[src/rtl/adc_wake_seq.sv]
module adc_wake_seq #(
  parameter int CNT_W = 16
) (
  input  logic             clk,
  input  logic             rst_n,
  input  logic             on_wr,
  input  logic             on_val,
  input  logic             tick_1m,
  input  logic [CNT_W-1:0] stab_cnt,
  output logic             pwr_en,
  output logic             ready,
  output logic             conv_start
);
  typedef enum logic [1:0] {S_OFF, S_STAB, S_READY, S_START} st_t;

  st_t              st, st_nx;
  logic [CNT_W-1:0] remain;

  wire set_on = on_wr & on_val;
  wire clr_on = on_wr & ~on_val;

  always_comb begin
    st_nx = st;
    unique case (st)
      S_OFF:   if (set_on) st_nx = S_STAB;
      S_STAB:  if (remain == '0) st_nx = S_READY;
      S_READY: if (set_on) st_nx = S_START;
      S_START: st_nx = S_READY;
      default: st_nx = S_OFF;
    endcase
    if (clr_on) st_nx = S_OFF;
  end

  always_ff @(posedge clk) begin
    if (!rst_n) begin
      st     <= S_OFF;
      remain <= '0;
    end else begin
      st <= st_nx;
      if (st == S_OFF && set_on)
        remain <= stab_cnt;
      else if (st == S_STAB && tick_1m && remain != '0)
        remain <= remain - 1'b1;
    end
  end

  assign pwr_en     = (st != S_OFF);
  assign ready      = (st == S_READY) || (st == S_START);
  assign conv_start = (st == S_START);
endmodule

[config.mk]
export PLATFORM = sky130hd
export DESIGN_NAME = adc_wake_seq
export DESIGN_NICKNAME = d
export VERILOG_FILES = /design/src/rtl/adc_wake_seq.sv
export SDC_FILE = /design/constraint.sdc
export NUM_CORES = 1
export LEC_CHECK = 0
export ABC_AREA = 1
export BUFFER_PORTS_ARGS = -buffer_cell sky130_fd_sc_hd__buf_2
export CORE_UTILIZATION = 55
export DETAILED_ROUTE_END_ITERATION = 16
export PLACE_DENSITY = 0.8
export SKIP_CTS_REPAIR_TIMING = 1
export SYNTH_ARGS = -nofsm -noshare
export SYNTH_HDL_FRONTEND = slang
export SYNTH_SLANG_ARGS = --single-unit
[constraint.sdc]
create_clock -name clk -period 2.2 [get_ports clk]
set_clock_uncertainty 0.2 [all_clocks]
set_input_delay 0.11 -clock clk [delete_from_list [all_inputs] [get_ports clk]]
set_output_delay 0.11 -clock clk [all_outputs]
set_load 0.02 [all_outputs]
==> impl_metrics.json <==
{
  "timing.hold.ws_ns": -0.0478,
  "antenna_violations_before_repair": 0,
  "initial_standard_cell_utilization_of_the_core": 0.597,
  "report.final.setup_viol": 0,
  "violations": "hold timing",
  "hold_depth": 5,
  "remaining_drc_errors": 0,
  "drtPass1Iterations": 4,
  "grt_start_max_net_pins": 22,
  "mux_contribution_to_synthesized_area": 0,
  "synth_seq_area_share": 0.268,
  "timing_worst_setup_path_type": "reg2reg",
  "hold_path.class": "in2reg",
  "cp-end-kind": "flop",
  "post_synthesis_compound_gate_area_fraction": 0.0855,
  "worstPathCellList": "inv_1 -> ha_1 -> nand2_2 -> nor2_2 -> nand2_2 -> nand2_4 -> nand2_4 -> inv_2 -> nor2_1 -> nor2_1",
  "final.fill_count": 217,
  "worst_max_slew_margin_expressed_relative_to_the_limit": 0.790,
  "io_pins": 24,
  "grt_pass1_wl_mm": 5.02,
  "detail_route.wirelength_mm": 3.08,
  "arrival_ns": 1.90,
  "tritoncts": "done",
  "finalHoldViolations": 3,
  "cts_htree_levels": 1,
  "ys_types": 25,
  "syn_nets": 261,
  "clkLatencyLatePin_ns": 0.30,
  "max-vdd-ir-drop_v": 0.000469,
  "critical_path_max_stage_delay_ns": 0.37,
  "post-synth-top-area-cell": "sky130_fd_sc_hd__dfxtp_1",
  "worst-path-buf-inv": 2,
  "synth.area.top_cells": "sky130_fd_sc_hd__dfxtp_1 (27%), sky130_fd_sc_hd__nand2_1 (21%), sky130_fd_sc_hd__nor2_1 (13%)",
  "wl_per_cell_um": 10.1,
  "power.density_nw_per_um2": 617,
  "clk_root_buffer_cell": "sky130_fd_sc_hd__clkbuf_4",
  "die_area_um2": 2650,
  "cellLeakagePower_nw": 0.887,
  "detailedPlace.worstSlack_ns": 0.341,
  "post_synth_adder_cell_area": 0.00929,
  "synthXorXnorAreaFrac": 0.00651,
  "final_nets": 299,
  "detail-route-antenna-nets": 0,
  "synth-seq-cells": 18,
  "most_used_standard_cell_by_instance_count_after_synthesis": "sky130_fd_sc_hd__nand2_1",
  "destination_of_the_worst_register_to_register_timing_path": "remain[5]",
  "fin_setup_tns_ns": 0,
  "yosys-top-cells-count": "sky130_fd_sc_hd__nand2_1 (75), sky130_fd_sc_hd__nor2_1 (48), sky130_fd_sc_hd__inv_1 (28)",
  "half_perimeter_wire_length_after_placement_mm": 2.16,
  "antenna_cells_inserted": 0,
  "most_used_flip_flop_cell_after_synthesis": "sky130_fd_sc_hd__dfxtp_1",
  "worstMarginPinSlew_ns": 0.315,
  "fp-row-count": 17,
  "layout-drive-gt1-share": 0.141,
  "cap_viol_max_count": 0,
  "crit_path_start_kind": "flop",
  "synth_area_um2": 1350,
  "reg2reg_depth": 10,
  "maxSlewViolCount": 0,
  "cts_inserted_buffers": 3,
  "yosysWarnings": 0,
  "cts_max_path_buffers": 2,
  "gp_congestion": 0.889,
  "timing.final.crit_share": 0.858,
  "via_count_of_the_first_global_routing_pass": 1183,
  "syn2layout_area_growth_pct": 22.6,
  "synth_top_family_by_area": "simple AND/OR/NAND/NOR gates",
  "worst-endpoint-required_ns": 2.21,
  "critPathSlowestCell": "sky130_fd_sc_hd__dfxtp_1",
  "grt.overflow.total": 0,
  "tritoncts_sink_count": 18,
  "number_of_instances_in_the_synthesized_netlist": 239,
  "die_width_um": 51.5,
  "vias": 1475,
  "synth_simple_gate_area_share": 0.513,
  "numPortBuffers": 23,
  "clkSlewWorstSetupHoldPaths_ns": 0.11,
  "highest_achievable_clock_rate_mhz": 530,
  "crit_family": "simple AND/OR/NAND/NOR gates",
  "global_route.usage.total": 0.254,
  "avgViaCountPerCell": 4.85,
  "p_total_mw": 1.02,
  "status": "complete, but fails checks",
  "ys_async_sr_fraction": 0,
  "coreArea_um2": 2250,
  "period_minus_slack_ns": 1.89,
  "holdCritStartpoint": "stab_cnt[5]",
  "timing.reg2reg.setup_slack_ns": 0.31,
  "worstPathMaxFanout": 21,
  "floorplan.die.height_um": 51.5,
  "hold-path-endpoint": "remain[5]",
  "avgSynthCellArea_um2": 5.63,
  "post-synth-top-area-fraction": 0.268,
  "initialDrtViolationCount": 30,
  "final_critical_path_setup_slack_ns": 0.311,
  "rsz_0062_raised_after_global_routing": "no",
  "number_of_enable_flip_flop_cells_after_synthesis": 0,
  "rr_startpoint": "remain[0]"
}
## worst max-delay path by stage
stage	from	depth (start not counted)	slack, ns	end
3_3_place_gp	remain[0]	10	0.40	remain[5]
4_1_cts	remain[0]	10	0.32	remain[5]
6_report	remain[0]	10	0.31	remain[5]
5_1_grt	remain[0]	10	0.11	remain[5]
2_1_floorplan	remain[0]	11	0.57	remain[11]
3_5_place_dp	remain[0]	10	0.34	remain[5]
## worst register-to-register path: stages, from the launching register on
cell	delay (ns)
sky130_fd_sc_hd__dfxtp_1	0.37
sky130_fd_sc_hd__inv_1	0.09
sky130_fd_sc_hd__ha_1	0.24
sky130_fd_sc_hd__nand2_2	0.15
sky130_fd_sc_hd__nor2_2	0.06
sky130_fd_sc_hd__nand2_2	0.09
sky130_fd_sc_hd__nand2_4	0.08
sky130_fd_sc_hd__nand2_4	0.20
sky130_fd_sc_hd__inv_2	0.14
sky130_fd_sc_hd__nor2_1	0.12
sky130_fd_sc_hd__nor2_1	0.05
## sequential cells by signal (all words and copies together), names as in the netlist
| register | count |
|---|---|
| remain | 16 |
| st | 2 |
## through the flow
step	util	cells	cell area, µm²	hold WS (ns)
after floorplan	-	239	1350	0.0541
after CTS	0.661	288	1490	-0.120
after detailed placement	0.645	284	1450	0.215
after global placement	0.645	284	1450	0.209
after global routing	0.732	304	1650	0.00351
final	0.732	304	1650	-0.0478
## layout by cell type (no fill, tap or decap)
master,count
sky130_fd_sc_hd__nand2_1,75
sky130_fd_sc_hd__nor2_2,3
sky130_fd_sc_hd__o21ai_0,8
sky130_fd_sc_hd__nand3_1,23
sky130_fd_sc_hd__o21ai_1,12
sky130_fd_sc_hd__dlygate4sd3_1,16
sky130_fd_sc_hd__clkbuf_8,1
sky130_fd_sc_hd__a21oi_1,3
sky130_fd_sc_hd__nand2_2,2
sky130_fd_sc_hd__nor3b_1,1
sky130_fd_sc_hd__xnor2_1,1
sky130_fd_sc_hd__nand3_4,1
sky130_fd_sc_hd__buf_2,23
sky130_fd_sc_hd__nand2_4,2
sky130_fd_sc_hd__ha_1,1
sky130_fd_sc_hd__nor2_1,48
sky130_fd_sc_hd__clkbuf_4,3
sky130_fd_sc_hd__and3_1,1
sky130_fd_sc_hd__clkinv_1,1
sky130_fd_sc_hd__inv_1,28
sky130_fd_sc_hd__inv_2,2
sky130_fd_sc_hd__nor2_4,2
sky130_fd_sc_hd__dfxtp_1,18
sky130_fd_sc_hd__and2_1,1
## logic make-up (layout without fill, tap and decap cells)
group	Yosys count	count (layout)
adders and majority gates	1	1
xor gates and xnor gates	1	1
AOI/OAI and AO/OA	23	23
DFF	18	18
buffers and inverters	37	74
and+or+nand+nor	159	159
## power by group
| group | switching [mW] | internal, mW | total (mW) |
|---|---|---|---|
| clock | 0.114 | 0.101 | 0.215 |
| combinational | 0.249 | 0.160 | 0.408 |
| sequential | 0.0371 | 0.358 | 0.395 |
## area by class of cell
| type | instances | area, µm² | share of cell area |
|---|---|---|---|
| multi-input combinational | 184 | 827 | 0.501 |
| sequential | 18 | 360 | 0.218 |
| timing repair buffer | 39 | 275 | 0.167 |
| inverter | 31 | 116 | 0.0705 |
| clock buffer | 4 | 36.3 | 0.0220 |
| tap | 28 | 35.0 | 0.0212 |
## per-layer routing
layer	GRT usage	vias to the layer above	wire length [µm]
li1	-	810	-
met1	0.350	627	1540
met2	0.405	34	1380
met3	0.0357	4	123
met4	0.0811	0	33
met5	0	-	0
Note: power is estimated with default switching activity, not from simulation.
